`src/rtl/wgcr_pkg.sv`:
```
package wgcr_pkg;
   localparam int STATUS_W   = 8;
   localparam int POS_FLAG2  = 0;
   localparam int POS_WEL    = 1;
   localparam int POS_RWEL   = 2;
   localparam int POS_FLAG3  = 3;
   localparam int POS_CFG_LO = 4;

   localparam logic [STATUS_W-1:0] CMD_WEL_OFF = 8'h00;
   localparam logic [STATUS_W-1:0] CMD_WEL_ON  = 8'h02;
   localparam logic [STATUS_W-1:0] CMD_UNLOCK  = 8'h06;

   typedef enum logic [1:0] {
      RK_WEL  = 2'd0,
      RK_UNLK = 2'd1,
      RK_CFG  = 2'd2
   } reg_kind_e;
endpackage

```
`src/rtl/wgcr_permit.sv`:
```
module wgcr_permit
   import wgcr_pkg::*;
#(
   parameter int DATA_W         = 8,
   parameter int BL_W           = 2,
   parameter bit WIPER_LOCK_ANY = 1'b1
) (
   input  logic              reg_wr,
   input  logic [DATA_W-1:0] reg_wdata,
   input  logic              arr_wr_req,
   input  logic              wiper_wr_req,
   input  logic              lock_hit,
   input  logic              wel,
   input  logic              rwel,
   input  logic              busy,
   input  logic [BL_W-1:0]   bl,
   output logic              reg_take,
   output reg_kind_e         reg_kind,
   output logic              wr_ack,
   output logic              wr_nak,
   output logic              lock_clr
);
   logic wiper_locked;
   logic reg_legal;
   logic arr_sel, wip_sel, arr_take, wip_take, any_req;

   generate
      if (WIPER_LOCK_ANY) begin : g_lock_any
         assign wiper_locked = |bl;
      end else begin : g_lock_full
         assign wiper_locked = &bl;
      end
   endgenerate

   always_comb begin
      reg_kind  = RK_WEL;
      reg_legal = 1'b0;
      if (rwel) begin
         reg_kind  = RK_CFG;
         reg_legal = 1'b1;
      end else if (reg_wdata == DATA_W'(CMD_WEL_OFF) || reg_wdata == DATA_W'(CMD_WEL_ON)) begin
         reg_kind  = RK_WEL;
         reg_legal = 1'b1;
      end else if (reg_wdata == DATA_W'(CMD_UNLOCK) && wel) begin
         reg_kind  = RK_UNLK;
         reg_legal = 1'b1;
      end
   end

   assign any_req  = reg_wr | arr_wr_req | wiper_wr_req;
   assign arr_sel  = arr_wr_req & ~reg_wr;
   assign wip_sel  = wiper_wr_req & ~reg_wr & ~arr_wr_req;

   assign reg_take = reg_wr & ~busy & reg_legal;
   assign arr_take = arr_sel & ~busy & wel & ~lock_hit;
   assign wip_take = wip_sel & ~busy & wel & ~wiper_locked;
   assign lock_clr = arr_sel & ~busy & wel & lock_hit;

   assign wr_ack   = reg_take | arr_take | wip_take;
   assign wr_nak   = any_req & ~wr_ack;
endmodule

```
`src/rtl/wgcr_latch_seq.sv`:
```
module wgcr_latch_seq
   import wgcr_pkg::*;
#(
   parameter int NV_W = 4
) (
   input  logic            clk,
   input  logic            rst_n,
   input  logic            reg_take,
   input  reg_kind_e       reg_kind,
   input  logic            wel_bit,
   input  logic [NV_W-1:0] cfg_bits,
   input  logic            lock_clr,
   input  logic            commit,
   output logic            wel_q,
   output logic            rwel_q,
   output logic            pend_q,
   output logic [NV_W-1:0] stage_q
);
   always_ff @(posedge clk or negedge rst_n) begin
      if (!rst_n) begin
         wel_q   <= 1'b0;
         rwel_q  <= 1'b0;
         pend_q  <= 1'b0;
         stage_q <= '0;
      end else begin
         if (commit) pend_q <= 1'b0;
         if (reg_take) begin
            case (reg_kind)
               RK_WEL:  wel_q  <= wel_bit;
               RK_UNLK: rwel_q <= 1'b1;
               RK_CFG: begin
                  wel_q   <= wel_bit;
                  rwel_q  <= 1'b0;
                  stage_q <= cfg_bits;
                  pend_q  <= 1'b1;
               end
               default: ;
            endcase
         end else if (lock_clr) begin
            rwel_q <= 1'b0;
         end
      end
   end
endmodule

```
`src/rtl/wgcr_nv_store.sv`:
```
module wgcr_nv_store #(
   parameter int              NV_W          = 4,
   parameter int              COMMIT_CYCLES = 32,
   parameter logic [NV_W-1:0] NV_INIT       = '0
) (
   input  logic            clk,
   input  logic            rst_n,
   input  logic            stop_seen,
   input  logic            pend,
   input  logic [NV_W-1:0] stage,
   output logic            commit_req,
   output logic            busy,
   output logic [NV_W-1:0] nv_q
);
   localparam int CNT_W = $clog2(COMMIT_CYCLES + 1);

   logic [CNT_W-1:0] cnt_q;
   logic [NV_W-1:0]  cells = NV_INIT;

   assign busy       = (cnt_q != '0);
   assign commit_req = stop_seen & pend & ~busy;
   assign nv_q       = cells;

   // Modelled nonvolatile cells: deliberately outside the reset domain.
   always_ff @(posedge clk) begin
      if (commit_req) cells <= stage;
   end

   always_ff @(posedge clk or negedge rst_n) begin
      if (!rst_n)          cnt_q <= '0;
      else if (commit_req) cnt_q <= CNT_W'(COMMIT_CYCLES);
      else if (busy)       cnt_q <= cnt_q - 1'b1;
   end
endmodule

```
`src/rtl/wgcr_mon_flags.sv`:
```
module wgcr_mon_flags #(
   parameter int NUM_MON = 2
) (
   input  logic               clk,
   input  logic               rst_n,
   input  logic [NUM_MON-1:0] trip,
   output logic [NUM_MON-1:0] flag
);
   generate
      for (genvar i = 0; i < NUM_MON; i++) begin : g_flag
         always_ff @(posedge clk or negedge rst_n) begin
            if (!rst_n) flag[i] <= 1'b0;
            else        flag[i] <= trip[i];
         end
      end
   endgenerate
endmodule

```
`src/rtl/wr_gate_ctrl_reg.sv`:
```
module wr_gate_ctrl_reg
   import wgcr_pkg::*;
#(
   parameter int                      DATA_W         = 8,
   parameter int                      BL_W           = 2,
   parameter int                      PUP_W          = 2,
   parameter int                      COMMIT_CYCLES  = 32,
   parameter logic [BL_W+PUP_W-1:0]   NV_INIT        = '0,
   parameter bit                      WIPER_LOCK_ANY = 1'b1
) (
   input  logic              clk,
   input  logic              rst_n,
   input  logic              reg_wr,
   input  logic [DATA_W-1:0] reg_wdata,
   input  logic              arr_wr_req,
   input  logic              wiper_wr_req,
   input  logic              lock_hit,
   input  logic              stop_seen,
   input  logic              mon2_trip,
   input  logic              mon3_trip,
   output logic              wel_q,
   output logic              rwel_q,
   output logic              wr_ack,
   output logic              wr_nak,
   output logic              commit_req,
   output logic              busy,
   output logic [DATA_W-1:0] status_q
);
   localparam int NV_W    = BL_W + PUP_W;
   localparam int NUM_MON = 2;

   generate
      if (DATA_W != NV_W + POS_CFG_LO) begin : g_bad_width
         $error("status byte width must equal configuration width plus four");
      end
      if (COMMIT_CYCLES < 1) begin : g_bad_commit
         $error("COMMIT_CYCLES must be at least one");
      end
   endgenerate

   reg_kind_e          reg_kind;
   logic               reg_take, lock_clr, pend_q;
   logic [NV_W-1:0]    stage_q, nv_q;
   logic [NUM_MON-1:0] flag_q;

   wgcr_permit #(
      .DATA_W(DATA_W), .BL_W(BL_W), .WIPER_LOCK_ANY(WIPER_LOCK_ANY)
   ) u_permit (
      .reg_wr(reg_wr), .reg_wdata(reg_wdata), .arr_wr_req(arr_wr_req),
      .wiper_wr_req(wiper_wr_req), .lock_hit(lock_hit), .wel(wel_q),
      .rwel(rwel_q), .busy(busy), .bl(nv_q[BL_W-1:0]),
      .reg_take(reg_take), .reg_kind(reg_kind), .wr_ack(wr_ack),
      .wr_nak(wr_nak), .lock_clr(lock_clr)
   );

   wgcr_latch_seq #(.NV_W(NV_W)) u_latch (
      .clk(clk), .rst_n(rst_n), .reg_take(reg_take), .reg_kind(reg_kind),
      .wel_bit(reg_wdata[POS_WEL]), .cfg_bits(reg_wdata[DATA_W-1 -: NV_W]),
      .lock_clr(lock_clr), .commit(commit_req),
      .wel_q(wel_q), .rwel_q(rwel_q), .pend_q(pend_q), .stage_q(stage_q)
   );

   wgcr_nv_store #(
      .NV_W(NV_W), .COMMIT_CYCLES(COMMIT_CYCLES), .NV_INIT(NV_INIT)
   ) u_nv (
      .clk(clk), .rst_n(rst_n), .stop_seen(stop_seen), .pend(pend_q),
      .stage(stage_q), .commit_req(commit_req), .busy(busy), .nv_q(nv_q)
   );

   wgcr_mon_flags #(.NUM_MON(NUM_MON)) u_flags (
      .clk(clk), .rst_n(rst_n), .trip({mon3_trip, mon2_trip}), .flag(flag_q)
   );

   assign status_q = {nv_q, flag_q[1], rwel_q, wel_q, flag_q[0]};
endmodule

```
`config.mk`:
```
export PLATFORM = sky130hd
export DESIGN_NAME = wr_gate_ctrl_reg
export DESIGN_NICKNAME = d
export VERILOG_FILES = /design/src/rtl/wgcr_pkg.sv /design/src/rtl/wgcr_permit.sv /design/src/rtl/wgcr_latch_seq.sv /design/src/rtl/wgcr_nv_store.sv /design/src/rtl/wgcr_mon_flags.sv /design/src/rtl/wr_gate_ctrl_reg.sv
export SDC_FILE = /design/constraint.sdc
export NUM_CORES = 1
export LEC_CHECK = 0
export BUFFER_PORTS_ARGS = -buffer_cell sky130_fd_sc_hd__buf_2
export CAP_MARGIN = 20
export CELL_PAD_IN_SITES_DETAIL_PLACEMENT = 1
export CELL_PAD_IN_SITES_GLOBAL_PLACEMENT = 1
export CORE_UTILIZATION = 37
export CTS_CLUSTER_DIAMETER = 200
export CTS_CLUSTER_SIZE = 30
export DETAILED_ROUTE_END_ITERATION = 7
export PLACE_DENSITY = 0.87
export SYNTH_ARGS = -nofsm -noshare
export SYNTH_HDL_FRONTEND = slang
export SYNTH_SLANG_ARGS = --single-unit
```
`constraint.sdc`:
```
create_clock -name clk -period 2.05 [get_ports clk]
set_input_delay 0.1025 -clock clk [delete_from_list [all_inputs] [get_ports clk]]
set_output_delay 0.1025 -clock clk [all_outputs]
set_load 0.03 [all_outputs]
```
==> impl_metrics.py <==
metrics = {
    "pwr": {
        "p_comb_share_pct": 42.5,
        "p_per_area_mw_per_mm2": 1010,
        "leakagePower_nw": 0.582,
        "power.total_mw": 1.29,
        "pwr-share-clk_pct": 15.6,
        "swShare_pct": 40.5,
        "p_int_uw": 768,
        "p_sw_uw": 523,
        "vdd_drop_max_uv": 872,
        "pwr-share-seq_pct": 42.0,
    },
    "timing": {
        "slew_headroom_pct": 71.3,
        "setup_violations": 0,
        "worst_pin_slew_ns": 0.424,
        "clock.fmax_ghz": 0.506,
        "fin_worst_skew_ns": 0.00557,
        "hold_viol": 0,
        "slew_viol_final": 0,
        "setup_tns_ns": 0,
        "post-route-period-util_pct": 96.5,
        "post-route-min-period_ns": 1.98,
    },
    "finish": {
        "area_growth_pct": 31.9,
        "nets": 144,
        "fin_cells": 154,
        "fillers": 288,
        "fin_util_pct": 51.6,
        "drive_gt1_share_pct": 41.1,
        "antennaDiodeCount": 0,
    },
    "global_routing": {
        "grt_pass1_vias": 891,
        "grt_overflow": 0,
        "use_met2_pct": 35.7,
        "gr-usage-all-layers_pct": 21.7,
        "use_met3_pct": 2.87,
        "grt_antenna_before_repair": 0,
        "grt_pass1_wl_um": 4180,
        "grt_max_degree": 16,
        "met1_usage_pct": 27.1,
        "busiest_layer": "met2",
    },
    "synthesis": {
        "synth_mux_area_share_pct": 4.65,
        "syn_avg_cell_area_um2": 11.5,
        "postSynthCellCount": 84,
        "synth_compound_area_share_pct": 17.4,
        "synth-main-ff-cell": "dfrtp_1",
        "yosys.area_share.adder_pct": 2.58,
        "synth_top_family_by_area": "simple AND/OR/NAND/NOR gates",
        "yosysWarnings": 0,
        "ys_seq_area_share_pct": 51.1,
        "syn_nets": 103,
        "ys_ff_latch": 19,
        "synth_area_um2": 970,
        "async_reset_ff_share_pct": 78.9,
        "synth-simple-area-share_pct": 19.2,
        "synth_xor_area_share_pct": 0.903,
        "synth_edf_count": 4,
        "synth_cell_type_count": 36,
    },
    "status": {
        "status": "completed",
    },
    "placement": {
        "dpl.hpwl_um": 1980,
        "portBuffers": 30,
        "dp_cells": 144,
        "place_congestion": 0.821,
    },
    "cts": {
        "htreeDepth": 1,
        "clock_sinks": 19,
        "clockBufferDepth": 2,
        "tritoncts": "built",
        "clk_pin_slew_worst_paths_ns": 0.12,
        "cts-root-buf": "clkbuf_4",
        "clk_latency_ns": 0.31,
        "numCtsBuffers": 3,
    },
    "die": {
        "fp.coreArea_mm2": 0.00248,
        "row_count": 18,
        "start_util_pct": 39.1,
        "io_pins": 31,
        "fp.dieArea_mm2": 0.00283,
        "die_h_um": 53.2,
        "dieWidth_um": 53.2,
    },
    "worst_setup_path": {
        "cp.arrival_ns": 1.87,
        "path_max_fanout": 5,
        "reg2regPathDepth": 7,
        "critPathKind": "register to output pin",
        "cp_num_cells": 7,
        "path_cells": "inv_1 > ha_4 > or2b_4 > nor2_8 > inv_4 > nor2_4 > buf_6",
        "cp-startpoint": "u_nv.cnt_q[0]",
        "critical_path_buf_inv_count": 3,
        "slowest_delay_ns": 0.45,
        "required_ns": 1.95,
        "crit_slowest_cell": "dfrtp_2",
        "cp-start-kind": "register",
        "cpLargestDelayFamily": "simple AND/OR/NAND/NOR gates",
        "endpoint_kind": "output pin",
        "r2r_start": "u_nv.cnt_q[0]",
    },
    "hold_path": {
        "hold_class": "input pin to register",
        "hp-start": "reg_wdata[5]",
        "hold_depth": 2,
    },
    "drt": {
        "route.detailed.drc": 0,
        "drtIter0Drc": 15,
        "viasPerCell": 5.64,
        "detail_route.wl_per_cell_um": 17.9,
        "drt-total-wl_um": 2760,
        "drt-pass1-iter-count": 4,
        "vias": 869,
        "drtAntennaViolNets": 0,
    },
    "run": {
        "cap_violations": 0,
    },
}
## cell families (layout without fill, tap and decap cells)
family / after synthesis / in the layout
buffers and inverters: 8 / 48
xor gates and xnor gates: 1 / 1
DFF: 19 / 19
adders and majority gates: 2 / 2
and+or+nand+nor: 27 / 27
AOI/OAI and AO/OA: 23 / 23
muxes: 4 / 4
## metrics by stage
step           worst slack, ns  cell area (um^2)  hold WS, ns
2_1_floorplan            0.110               972       -0.193
3_3_place_gp             0.309              1160       0.0252
3_5_place_dp             0.233              1160       0.0233
4_1_cts                 0.0195              1240       0.0113
5_1_grt                -0.0198              1280       0.0211
6_report                0.0727              1280       0.0184
## cell usage after synthesis (all sizes together), types with 2 or more instances
library cell | count | area share, %
nand2 | 4 | 1.5
o31ai | 6 | 4.6
inv | 6 | 2.6
nand4 | 2 | 1.3
nor2b | 2 | 1.3
nand3 | 3 | 1.5
dfrtp | 15 | 39
nor3 | 3 | 2.7
a31oi | 4 | 2.6
edfxtp | 4 | 12
buf | 2 | 1.5
nor2 | 5 | 3.6
mux2 | 4 | 4.6
o21ai | 4 | 2.1
ha | 2 | 2.6
## flip-flops by register name, indices dropped and copies added (netlist names)
signal,cells
u_latch.stage_q,4
u_flags.flag,2
u_latch.wel_q,1
u_nv.nv_q,4
u_latch.rwel_q,1
u_latch.pend_q,1
u_nv.cnt_q,6
## layer usage
layer / share of wire (%) / up-vias
met5: 0 / -
met4: 3.6 / 0
li1: - / 397
met2: 49 / 33
met3: 3.7 / 8
met1: 43 / 431
## cell usage in the layout, fill, tap and decap left out, types with 3 or more instances in the layout
master	n
buf_4	5
nand3_1	3
clkbuf_4	4
dlygate4sd3_1	3
inv_1	5
nand2_1	4
o31ai_1	6
a31oi_1	4
buf_2	28
nor2_1	3
o21ai_0	4
mux2_1	4
dfrtp_1	14
edfxtp_1	4
## power by group through the flow
stage,Combinational (mW),Sequential (mW),Clock [mW]
CTS,0.454,0.545,0.206
global placement,0.410,0.544,0
global route,0.601,0.550,0.217
detailed placement,0.433,0.550,0
floorplan,0.305,0.536,0
finish,0.548,0.542,0.201
## worst register-to-register path, delay by kind of cell, from the launching register on
kind	cells	cell delay, ns
simple gates	3	0.58
flops	1	0.45
buf+inv	3	0.34
fa+ha+maj	1	0.18
## worst paths after layout
path,endpoint,slack [ns]
max,commit_req,0.07
min,u_latch.stage_q[1],0.02
min in group asynchronous,u_latch.stage_q[2],0.21
max reg2reg,u_nv.nv_q[2],0.24
min reg2reg,u_nv.nv_q[2],0.48
max in group asynchronous,u_nv.cnt_q[0],1.57
## timing repair
action,in CTS,in global routing
cloned,0,0
pin swaps,0,1
endpoints found under the hold margin,17,0
endpoints found under the setup margin,3,3
buffers inserted,0,3
hold buffers,3,0
gates resized for setup,5,5
## final cells by class
cell class                      count  area, um^2  share of cell area, %
Multi-Input combinational cell     57         463                   36.2
Inverter                            6        25.0                   1.96
Tap cell                           30        37.5                   2.94
Clock buffer                        3        22.5                   1.76
Clock inverter                      1        7.51                  0.587
Timing Repair Buffer               38         226                   17.7
Sequential cell                    19         497                   38.8
(Power assumes the default switching activity.)
